$ cat src/rtl/ppr_pkg.sv
`timescale 1ns/1ps
package ppr_pkg;
    localparam int PPR_ADDR_W   = 32;
    localparam int PPR_BASE_LSB = 12;
    localparam int PPR_SIZE_W   = 5;
    localparam int PPR_MAX_CODE = 20;

    typedef enum logic [1:0] {
        MT_STRONG = 2'b00,
        MT_DEVICE = 2'b01,
        MT_NORMAL = 2'b10,
        MT_RSVD   = 2'b11
    } memtype_e;
endpackage

$ cat src/rtl/ppr_bank_regs.sv
`timescale 1ns/1ps
module ppr_bank_regs #(
    parameter int ADDR_W   = ppr_pkg::PPR_ADDR_W,
    parameter int BASE_LSB = ppr_pkg::PPR_BASE_LSB,
    parameter int SIZE_W   = ppr_pkg::PPR_SIZE_W
) (
    input  logic                   clk,
    input  logic                   rst_n,
    input  logic                   cfg_wr,
    input  logic                   cfg_rd,
    input  logic                   cfg_priv,
    input  logic                   world_ns,
    input  logic [ADDR_W-1:0]      cfg_wdata,
    output logic [ADDR_W-1:0]      cfg_rdata,
    output logic                   cfg_fault,
    output logic [ADDR_W-BASE_LSB-1:0] sel_base,
    output logic [SIZE_W-1:0]      sel_size
);
    localparam logic [ADDR_W-1:0] LOW_ONES  = ADDR_W'((64'd1 << BASE_LSB) - 64'd1);
    localparam logic [ADDR_W-1:0] SIZE_ONES = ADDR_W'((64'd1 << SIZE_W) - 64'd1);
    localparam logic [ADDR_W-1:0] KEEP_MASK = ~(LOW_ONES & ~SIZE_ONES);

    logic [ADDR_W-1:0] bank_q [2];
    logic [ADDR_W-1:0] sel_word;

    // one storage word per security world
    for (genvar b = 0; b < 2; b++) begin : g_bank
        always_ff @(posedge clk) begin
            if (!rst_n) begin
                bank_q[b] <= '0;
            end else if (cfg_wr && cfg_priv && (world_ns == 1'(b))) begin
                bank_q[b] <= cfg_wdata & KEEP_MASK;
            end
        end
    end

    always_comb begin
        sel_word  = bank_q[world_ns];
        sel_base  = sel_word[ADDR_W-1:BASE_LSB];
        sel_size  = sel_word[SIZE_W-1:0];
        cfg_rdata = cfg_priv ? sel_word : '0;
        cfg_fault = (cfg_wr || cfg_rd) && !cfg_priv;
    end
endmodule

$ cat src/rtl/ppr_size_decode.sv
`timescale 1ns/1ps
module ppr_size_decode #(
    parameter int ADDR_W   = ppr_pkg::PPR_ADDR_W,
    parameter int BASE_LSB = ppr_pkg::PPR_BASE_LSB,
    parameter int SIZE_W   = ppr_pkg::PPR_SIZE_W,
    parameter int MAX_CODE = ppr_pkg::PPR_MAX_CODE
) (
    input  logic [SIZE_W-1:0] size_code,
    output logic              region_en,
    output logic [ADDR_W-1:0] low_mask
);
    assign region_en = (size_code != '0) && (size_code <= SIZE_W'(MAX_CODE));

    // bit i is ignored in the compare when it lies below the window size
    for (genvar i = 0; i < ADDR_W; i++) begin : g_mask
        assign low_mask[i] = region_en && (i < (int'(size_code) + BASE_LSB - 1));
    end
endmodule

$ cat src/rtl/ppr_attr_override.sv
`timescale 1ns/1ps
module ppr_attr_override #(
    parameter int ADDR_W   = ppr_pkg::PPR_ADDR_W,
    parameter int BASE_LSB = ppr_pkg::PPR_BASE_LSB
) (
    input  logic [ADDR_W-1:0]          acc_addr,
    input  logic [ADDR_W-BASE_LSB-1:0] base_field,
    input  logic                       region_en,
    input  logic [ADDR_W-1:0]          low_mask,
    input  logic [1:0]                 in_memtype,
    input  logic                       in_shared,
    output logic [1:0]                 out_memtype,
    output logic                       out_shared,
    output logic                       per_sel
);
    import ppr_pkg::*;

    logic [ADDR_W-1:0] base_addr;
    logic              hit;

    always_comb begin
        base_addr = {base_field, {BASE_LSB{1'b0}}};
        hit       = region_en && (((acc_addr ^ base_addr) & ~low_mask) == '0);
        per_sel   = hit;
        if (hit) begin
            out_memtype = MT_DEVICE;
            out_shared  = 1'b0;
        end else begin
            out_memtype = in_memtype;
            out_shared  = in_shared;
        end
    end
endmodule

$ cat src/rtl/ppr_override_top.sv
`timescale 1ns/1ps
module ppr_override_top #(
    parameter int ADDR_W   = ppr_pkg::PPR_ADDR_W,
    parameter int BASE_LSB = ppr_pkg::PPR_BASE_LSB,
    parameter int SIZE_W   = ppr_pkg::PPR_SIZE_W,
    parameter int MAX_CODE = ppr_pkg::PPR_MAX_CODE
) (
    input  logic              clk,
    input  logic              rst_n,
    input  logic              cfg_wr,
    input  logic              cfg_rd,
    input  logic              cfg_priv,
    input  logic              world_ns,
    input  logic [ADDR_W-1:0] cfg_wdata,
    output logic [ADDR_W-1:0] cfg_rdata,
    output logic              cfg_fault,
    input  logic [ADDR_W-1:0] acc_addr,
    input  logic [1:0]        in_memtype,
    input  logic              in_shared,
    output logic [1:0]        out_memtype,
    output logic              out_shared,
    output logic              per_sel
);
    localparam int BASE_W = ADDR_W - BASE_LSB;

    logic [BASE_W-1:0] sel_base;
    logic [SIZE_W-1:0] sel_size;
    logic              region_en;
    logic [ADDR_W-1:0] low_mask;

    ppr_bank_regs #(.ADDR_W(ADDR_W), .BASE_LSB(BASE_LSB), .SIZE_W(SIZE_W)) u_regs (
        .clk(clk), .rst_n(rst_n), .cfg_wr(cfg_wr), .cfg_rd(cfg_rd),
        .cfg_priv(cfg_priv), .world_ns(world_ns), .cfg_wdata(cfg_wdata),
        .cfg_rdata(cfg_rdata), .cfg_fault(cfg_fault),
        .sel_base(sel_base), .sel_size(sel_size)
    );

    ppr_size_decode #(.ADDR_W(ADDR_W), .BASE_LSB(BASE_LSB), .SIZE_W(SIZE_W),
                      .MAX_CODE(MAX_CODE)) u_dec (
        .size_code(sel_size), .region_en(region_en), .low_mask(low_mask)
    );

    ppr_attr_override #(.ADDR_W(ADDR_W), .BASE_LSB(BASE_LSB)) u_ovr (
        .acc_addr(acc_addr), .base_field(sel_base), .region_en(region_en),
        .low_mask(low_mask), .in_memtype(in_memtype), .in_shared(in_shared),
        .out_memtype(out_memtype), .out_shared(out_shared), .per_sel(per_sel)
    );
endmodule

$ cat config.mk
export PLATFORM = sky130hd
export DESIGN_NAME = ppr_override_top
export DESIGN_NICKNAME = d
export VERILOG_FILES = /design/src/rtl/ppr_pkg.sv /design/src/rtl/ppr_bank_regs.sv /design/src/rtl/ppr_size_decode.sv /design/src/rtl/ppr_attr_override.sv /design/src/rtl/ppr_override_top.sv
export SDC_FILE = /design/constraint.sdc
export NUM_CORES = 1
export LEC_CHECK = 0
export ABC_AREA = 0
export CAP_MARGIN = 0
export CORE_MARGIN = 3
export CORE_UTILIZATION = 35
export CTS_BUF_LIST = sky130_fd_sc_hd__clkbuf_4 sky130_fd_sc_hd__clkbuf_8
export DETAILED_ROUTE_END_ITERATION = 6
export PLACE_DENSITY_LB_ADDON = 0.15
export SLEW_MARGIN = 20
export SYNTH_ARGS = -nofsm -noshare
export SYNTH_HDL_FRONTEND = slang
export SYNTH_SLANG_ARGS = --single-unit
$ cat constraint.sdc
create_clock -name clk -period 25.7 [get_ports clk]
set_clock_uncertainty 0.05 [all_clocks]
set_input_delay 7.71 -clock clk [delete_from_list [all_inputs] [get_ports clk]]
set_output_delay 7.71 -clock clk [all_outputs]
set_load 0.005 [all_outputs]
# Yosys cells after proc, flatten, opt, wreduce, memory -nomap -nowiden
# Memory sizes are Yosys's and may differ from the RTL's.
# Cells that the tools add are included.
[totals]
out_inout_bits = 37
word_cells = 96
reg_bits = 0
memories = 1
ram_bits = 50
inputBits = 73
[op_classes]
reduce_logical = 42
magnitude_cmp = 33
bitwise_logic = 6
n_addsub = 2
muxes = 12
[memory_table]
columns = ["name", "words", "word_bits", "rd", "rd_clocked_by_memory_dff", "write_ports", "line", "rtl"]
rows = [
  ["u_regs.bank_q", 2, 25, 1, 0, 2, "ppr_bank_regs.sv:23", "logic [ADDR_W-1:0] bank_q [2];"],
]
[ops]
columns = ["op", "n"]
rows = [
  ["$lt A6 B32 Y1 const A", 16],
  ["$lt A5 B32 Y1 const A", 8],
  ["$lt A4 B32 Y1 const A", 4],
  ["$lt A3 B32 Y1 const A", 2],
  ["$mux W25", 2],
  ["$logic_and A1 B1 Y1", 38],
  ["$and A32 B32 Y32", 1],
  ["$logic_not A32 Y1", 1],
  ["$lt A1 B32 Y1 const A", 1],
  ["$lt A2 B32 Y1 const A", 1],
  ["$mux W32", 1],
  ["$not A32 Y32", 1],
  ["$sub A32 B2 Y32 const B", 1],
  ["$xor A32 B32 Y32", 1],
  ["$mux W1", 8],
  ["$add A5 B4 Y6 const B", 1],
  ["$le A5 B5 Y1 const B", 1],
  ["$reduce_bool A5 Y1", 1],
  ["$mux W2", 1],
  ["$or A1 B1 Y1", 2],
  ["$logic_not A1 Y1", 1],
  ["$logic_or A1 B1 Y1", 1],
  ["$not A1 Y1", 1],
]

# Longest topological paths before layout
# Gate-level depths: netlist of run 1.
# An unclocked memory read counts as a cell.
[depth]
ltp_word = 10
ltp_mapped = 16
mapped_depth_nobuf = 13

# Hierarchy
# A second synthesis of run 1 with hierarchy kept.
[unflattened]
hier_cells = 367
area_unflattened_um2 = 3603.5
[modules_own_cells]
columns = ["module", "instances", "seq_area_each_um2", "cells_each", "area_per_inst_um2"]
rows = [
  ["ppr_bank_regs", 1, 1501.4, 207, 2532.4],
  ["ppr_size_decode", 1, 0.0, 104, 671.9],
  ["ppr_attr_override", 1, 0.0, 56, 399.1],
]

# Worst setup path before layout of run 1
# No wires, ideal clock.
[synth_path]
path_kind = "input port to output port"
startpoint = "in world_ns"
endpoint = "out out_memtype[1]"
path_stages = 15
path_buffers = 3
required_time_ps = 17940
arrival_time_ps = 10975
slack_ps = 6965
path_cell_list = "buf_6 -> buf_6 -> buf_2 -> mux2i_1 -> ha_1 -> xor2_1 -> nor2b_1 -> ha_1 -> nor2b_1 -> a21bo_2 -> mux2i_1 -> a41oi_1 -> o22ai_1 -> or4_4 -> o31a_1"
[synth_between]
elab_chain_cells = 10
elab_cells_between_ends = 76
cone_classes = "add/sub: 2; order compare: 33; mux: 1; bitwise: 3; reduce/logical: 36; memory: 1"
[synth_rtl]
columns = ["element", "line", "rtl"]
rows = [
  ["start, declared", "ppr_override_top.sv:13", "input logic world_ns,"],
  ["$mem_v2 Z2 W25 *", "--", ""],
  ["$add A5 B4 Y6", "ppr_size_decode.sv:16", "assign low_mask[i] = region_en && (i < (int'(size_code) + BASE_LSB - 1));"],
  ["$sub A32 B2 Y32", "ppr_size_decode.sv:16", ""],
  ["$lt A1 B32 Y1, or another cell as far along", "ppr_size_decode.sv:16", ""],
  ["$logic_and A1 B1 Y1", "ppr_size_decode.sv:16", ""],
  ["$not A32 Y32", "ppr_attr_override.sv:23", "hit = region_en && (((acc_addr ^ base_addr) & ~low_mask) == '0);"],
  ["$and A32 B32 Y32", "ppr_attr_override.sv:23", ""],
  ["$logic_not A32 Y1", "ppr_attr_override.sv:23", ""],
  ["$logic_and A1 B1 Y1 *", "ppr_attr_override.sv:23", ""],
  ["$mux W2 *", "ppr_attr_override.sv:25", "if (hit) begin"],
  ["end, declared", "ppr_override_top.sv:20", "output logic [1:0] out_memtype,"],
]
# Every way passes the cells marked *; elsewhere a longest branch is shown, timed or not.

# Worst setup path in the final report of run 1
[layout_path]
startpoint = "in world_ns"
endpoint = "out out_memtype[0]"
# The elaborated chain is that of the path after synthesis.

==> flow_summary.yaml, run 1 <==
clocking:
  cts_tree: "built"
  cts_setup_buffers: 0
  cts.path.max_buffers: 2
  cts_buffers: 5
  path_clk_slew_ps: 90
  h-tree-depth: 2
  post_cts_resized: 0
  ctsRootBufferMaster: "clkbuf_8"
  cts_hold_buffers: 0
  cts_num_sinks: 50
layout:
  n_antenna_cell: 0
  fin_area_um2: 4480
  nFillCells: 894
  nNetsFinal: 484
  reg_top3: "u_regs.bank_q: 50 flops"
  max_flop_register: "u_regs.bank_q"
  areaGrowthSynthToFinish_pct: 34.1
  final_cells: 533
  drive_gt1_frac: 0.0594
  largest_register_ffs: 50
synth:
  synthTopCellsByArea: "edfxtp_1 (45%), and2_1 (9.7%), mux2i_1 (7.2%)"
  synth_top_cell_by_area: "edfxtp_1"
  avgSynthCellArea_um2: 10.7
  synth_edf_count: 50
  ys_types: 49
  async_reset_ff_frac: 0
  ys.flop_type: "edfxtp_1"
  yosysTopAreaCellShare: 0.449
  synth_warnings: 0
  netlist_instances: 312
  ys_seq_elements: 50
  syn-cell-area_um2: 3340
  yosysSeqAreaShare: 0.449
outcome:
  status: "finished clean"
timing:
  worstMarginPinSlew_ps: 972
  min_period_ps: 19880
  slew_headroom: 0.352
  drv_slew: 0
  period_share: 0.773
  max_freq_mhz: 50.3
  rsz0062_at_grt: "false"
  fin_hold_ws_ps: 8030
  setup_viol: 0
  hold_viol: 0
  tns_ps: 0
detailed_routing:
  wl_per_cell_um: 15.5
  dr.pass1.iters: 4
  drt_iter0_drc: 95
  post_drt_via_cell_ratio: 4.88
  drc: 0
  detail-route-antenna-nets: 0
  wl_um: 8240
  vias: 2603
placement:
  dpl.hpwl_um: 6160
  routabilityCongestion: 0.814
  io_buffers: 95
  dp.cells: 525
  placed_area_um2: 4370
global_routing:
  grt_max_degree: 33
  gr-total-overflow: 0
  antenna_found_initial: 0
  grt_pass1_vias: 2703
  track_usage: 0.153
  grt_pass1_wl_um: 13400
pwr:
  p_sw_frac: 0.280
  ir_drop_v: 0.0000264
  power_density_nw_per_um2: 48.8
  pwr-share-comb: 0.301
  power.leakage_uw: 0.00168
  seq_power_share: 0.447
  p_int_uw: 157
  pwr-share-clk: 0.252
  switching_power_uw: 61.2
floorplanning:
  die_x_um: 104
  start_util: 0.362
  num_rows: 35
  core_area_um2: 9240
  fp.dieH_um: 104
  io_pins: 110
  die_area_um2: 10800
worst_setup_path:
  slowest_stage: "buf_2"
  cp_slowest_stage_delay_ps: 720
  critPathLaunchType: "primary input"
  path_cells: "buf_2 -> mux2i_1 -> ha_1 -> xor2_1 -> nor2b_1 -> ha_1 -> nor2b_1 -> a21bo_2 -> mux2i_1 -> a41oi_1 -> o22ai_1 -> or4_4 -> o31ai_1 -> clkdlybuf4s50_1"
  cp-startpoint: "world_ns"
  critPathKind: "in -> out"
  cp_max_fo: 32
  cp.arrival_ps: 12120
  end_kind: "output port"
  worst_ep_required_time_ps: 17940
run:
  drv_cap: 0
hold_path:
  worstHoldPathCells: 2
  hp-start: "cfg_wdata[24]"
  hold_path_class: "in -> reg"
[through the flow]
| stage | utilization | total power [uW] | setup slack [ps] |
|---|---|---|---|
| floorplan | - | 138 | 6960 |
| global placement | 0.473 | 165 | 5830 |
| detailed placement | 0.473 | 166 | 5800 |
| CTS | 0.485 | 220 | 5770 |
| global route | 0.485 | 230 | 5560 |
| finish | 0.485 | 219 | 5820 |
[worst max-delay path: cells and delay by family]
kind,cells,cell delay (ps)
AOI/OAI and AO/OA,4,790
xor gates and xnor gates,1,320
muxes,2,620
buffers and inverters,2,1260
and+or+nand+nor,3,800
adders and majority gates,2,610
[layout make-up]
cell class                 count  area (um^2)  share of cell area
inverter                       8         30.0             0.00670
tap                          129          161              0.0360
clock inverter                 3         40.0             0.00894
multi-input combinational    240         1710               0.382
sequential                    50         1500               0.335
timing repair buffer          98          968               0.216
clock buffer                   5         68.8              0.0154
[cell usage after synthesis (3+ instances only)]
| master | count |
|---|---|
| a21o_1 | 3 |
| a22oi_1 | 4 |
| xor2_1 | 8 |
| xnor2_1 | 16 |
| a21oi_1 | 3 |
| buf_6 | 4 |
| nor3_1 | 4 |
| o21ai_0 | 6 |
| o22ai_1 | 3 |
| a31oi_1 | 6 |
| ha_1 | 8 |
| nand3_1 | 5 |
| and3_1 | 3 |
| mux2i_1 | 24 |
| buf_4 | 7 |
| edfxtp_1 | 50 |
| nor2_1 | 12 |
| o31ai_1 | 5 |
| nand2_1 | 15 |
| nor2b_1 | 27 |
| clkbuf_1 | 8 |
| and2_1 | 52 |
| inv_1 | 8 |
[power groups by stage]
stage | clock network, uW | logic (uW) | registers [uW]
after floorplan | 0 | 39.1 | 99.2
after detailed placement | 0 | 66.0 | 99.7
after global placement | 0 | 65.6 | 99.4
after global routing | 59.0 | 72.2 | 98.3
after CTS | 56.1 | 66.4 | 97.8
final | 55.0 | 65.8 | 97.7
[cells in the final DEF, fill, tap and decap left out, types with 2 or more instances in the layout]
cell and count:
o31a_1 2, o22ai_1 3, nand2b_1 2, nor3_1 3, and3_1 3, or3_1 2, xnor2_1 16, o31ai_1 5
inv_1 8, o21ai_0 5, clkbuf_8 5, a21o_1 3, buf_4 3, nand2_1 15, nor3_2 2, edfxtp_1 50
clkdlybuf4s50_1 94, a21oi_1 3, ha_1 8, mux2i_1 24, conb_1 7, nand3_1 5, nor2_2 2, and2_1 52
a31oi_1 6, a22oi_1 4, xor2_1 8, nor2_1 11, nor2b_1 27, clkinv_2 2, nor4_1 2, a2111oi_0 2
[cell families after synthesis]
logic type               after synthesis  share of synthesized area
multiplexers                          26                     0.0828
XOR/XNOR                              24                     0.0629
adder cells (fa/ha/maj)                8                     0.0300
buffers and inverters                 28                     0.0487
AND/OR/NAND/NOR                      132                      0.231
other                                  1                    0.00112
flip-flops                            50                      0.449
AO/OA/AOI/OAI                         43                     0.0936
[routing by layer]
layer,global-route usage,wire length [um],vias up
met3,0.0268,409,7
met1,0.199,3750,1235
met2,0.267,4030,85
met5,0,0,-
met4,0.0342,57,0
li1,-,-,1276
[path summary, 6_finish.rpt]
| path | to | slack [ps] |
|---|---|---|
| worst max-delay path | out_memtype[0] | 5820 |
| worst min-delay path | u_regs.bank_q[1][17] | 8030 |
(Power assumes the default switching activity.)
==> run 2, diff against run 1 <==
==> constraint.sdc (replaced) <==
create_clock -name clk -period 20.5 [get_ports clk]
set_clock_uncertainty 0.05 [all_clocks]
set_input_delay 6.15 -clock clk [delete_from_list [all_inputs] [get_ports clk]]
set_output_delay 6.15 -clock clk [all_outputs]
set_load 0.005 [all_outputs]
==> run 2 against run 1 <==
Flip-flop and latch count did not move. Critical path type unchanged. First-iteration DRC count is 17% lower. Power is 25% higher. Critical path depth stayed put. Clock power is 25% higher. Critical endpoint unchanged. Sequential share of layout area is the same. Wire length down 0.63%. Setup slack got worse by 2000 ps. Via count shrank 1.3%. Sequential power increased by 25%. Combinational power grew 25%.
==> flow_summary.yaml, run 2 (same netlist as run 1, synthesis figures left out) <==
outcome:
  status: "finished clean"
run:
  drv_cap: 0
timing:
  setup_viol: 0
  slew_headroom: 0.355
  drv_slew: 0
  max_freq_mhz: 59.9
  tns_ps: 0
  period_share: 0.814
  hold_viol: 0
  rsz0062_at_grt: "false"
  min_period_ps: 16680
  worstMarginPinSlew_ps: 967
  fin_hold_ws_ps: 6470
detailed_routing:
  wl_um: 8190
  vias: 2570
  drt_iter0_drc: 79
  drc: 0
  detail-route-antenna-nets: 0
  dr.pass1.iters: 4
  wl_per_cell_um: 15.4
  post_drt_via_cell_ratio: 4.82
placement:
  dpl.hpwl_um: 6120
  io_buffers: 95
  dp.cells: 525
  placed_area_um2: 4370
  routabilityCongestion: 0.859
worst_setup_path:
  cp_slowest_stage_delay_ps: 720
  slowest_stage: "buf_2"
  worst_ep_required_time_ps: 14300
  end_kind: "output port"
  path_cells: "buf_2 -> mux2i_2 -> ha_1 -> xor2_1 -> nor2b_1 -> ha_1 -> nor2b_1 -> a21bo_2 -> mux2i_1 -> a41oi_1 -> o22ai_1 -> or4_4 -> o31ai_1 -> clkdlybuf4s50_1"
  critPathKind: "in -> out"
  cp.arrival_ps: 10480
  cp_max_fo: 32
  critPathLaunchType: "primary input"
layout:
  multi_input_area_um2: 1710
  areaGrowthSynthToFinish_pct: 34.1
  nFillCells: 872
  regArea_um2: 1500
  max_flop_register: "u_regs.bank_q"
  final_cells: 533
  n_antenna_cell: 0
  drive_gt1_frac: 0.0594
  mostFrequentLayoutCells: "clkdlybuf4s50_1 (94), and2_1 (52), edfxtp_1 (50), nor2b_1 (27), mux2i_1 (24)"
  reg_top3: "u_regs.bank_q: 50 flops"
  fin_area_um2: 4480
  layout_commonest_cell: "clkdlybuf4s50_1"
  nNetsFinal: 484
  largest_register_ffs: 50
floorplanning:
  core_area_um2: 9240
  die_x_um: 104
  fp.dieH_um: 104
  io_pins: 110
  start_util: 0.362
  num_rows: 35
  die_area_um2: 10800
clocking:
  cts_tree: "built"
  cts_setup_buffers: 0
  ctsRootBufferMaster: "clkbuf_8"
  h-tree-depth: 2
  cts_num_sinks: 50
  cts_hold_buffers: 0
  cts_buffers: 5
  cts.path.max_buffers: 2
  path_clk_slew_ps: 100
  post_cts_resized: 0
global_routing:
  gr-total-overflow: 0
  grt_pass1_vias: 2694
  grt_max_degree: 33
  grt_pass1_wl_um: 13400
  antenna_found_initial: 0
  track_usage: 0.154
pwr:
  power_density_nw_per_um2: 61.1
  ir_drop_v: 0.0000294
  power.leakage_uw: 0.00168
hold_path:
  hold_path_class: "in -> reg"
-- run 2: cell counts in the layout (fill, tap and decap cells not counted) --
No cell type changed its count.
-- run 2: layer usage --
layer | up-vias | wire (um) | track usage
met3 | 4 | 426 | 0.0299
met2 | 83 | 4150 | 0.276
met4 | 0 | 22 | 0.0332
met1 | 1207 | 3590 | 0.192
li1 | 1276 | - | -
met5 | - | 0 | 0
-- run 2: metrics by stage --
step            util  total power [uW]  setup slack (ps)
3_3_place_gp   0.473               207              3850
5_1_grt        0.485               288              3510
2_1_floorplan      -               173              4880
6_report       0.485               274              3820
3_5_place_dp   0.473               208              3790
4_1_cts        0.485               276              3780
-- run 2: where the power goes --
part           total (uW)  internal (uW)  switching, uW
logic                82.5           41.1           41.3
clock network        68.8           36.0           32.8
registers             122            120           2.36
total                 274            197           76.5
-- run 2: layout make-up --
cell class / instances / area share
Multi-Input combinational cell: 240 / 0.382
Sequential cell: 50 / 0.335
Timing Repair Buffer: 98 / 0.216
Tap cell: 129 / 0.0360
Clock buffer: 5 / 0.0154
Clock inverter: 3 / 0.00894
Inverter: 8 / 0.00670
-- run 2: final timing paths --
kind,start,endpoint,slack (ps),depth (start not counted)
setup / recovery,world_ns,out_memtype[0],3820,14
hold / removal,cfg_wdata[22],u_regs.bank_q[0][15],6470,2
-- run 2: worst max-delay path, delay by kind of cell --
kind | cells | cell delay, ps
xor+xnor | 1 | 330
simple gates | 3 | 780
buf+inv | 2 | 1260
fa+ha+maj | 2 | 600
compound gates | 4 | 760
mux | 2 | 590
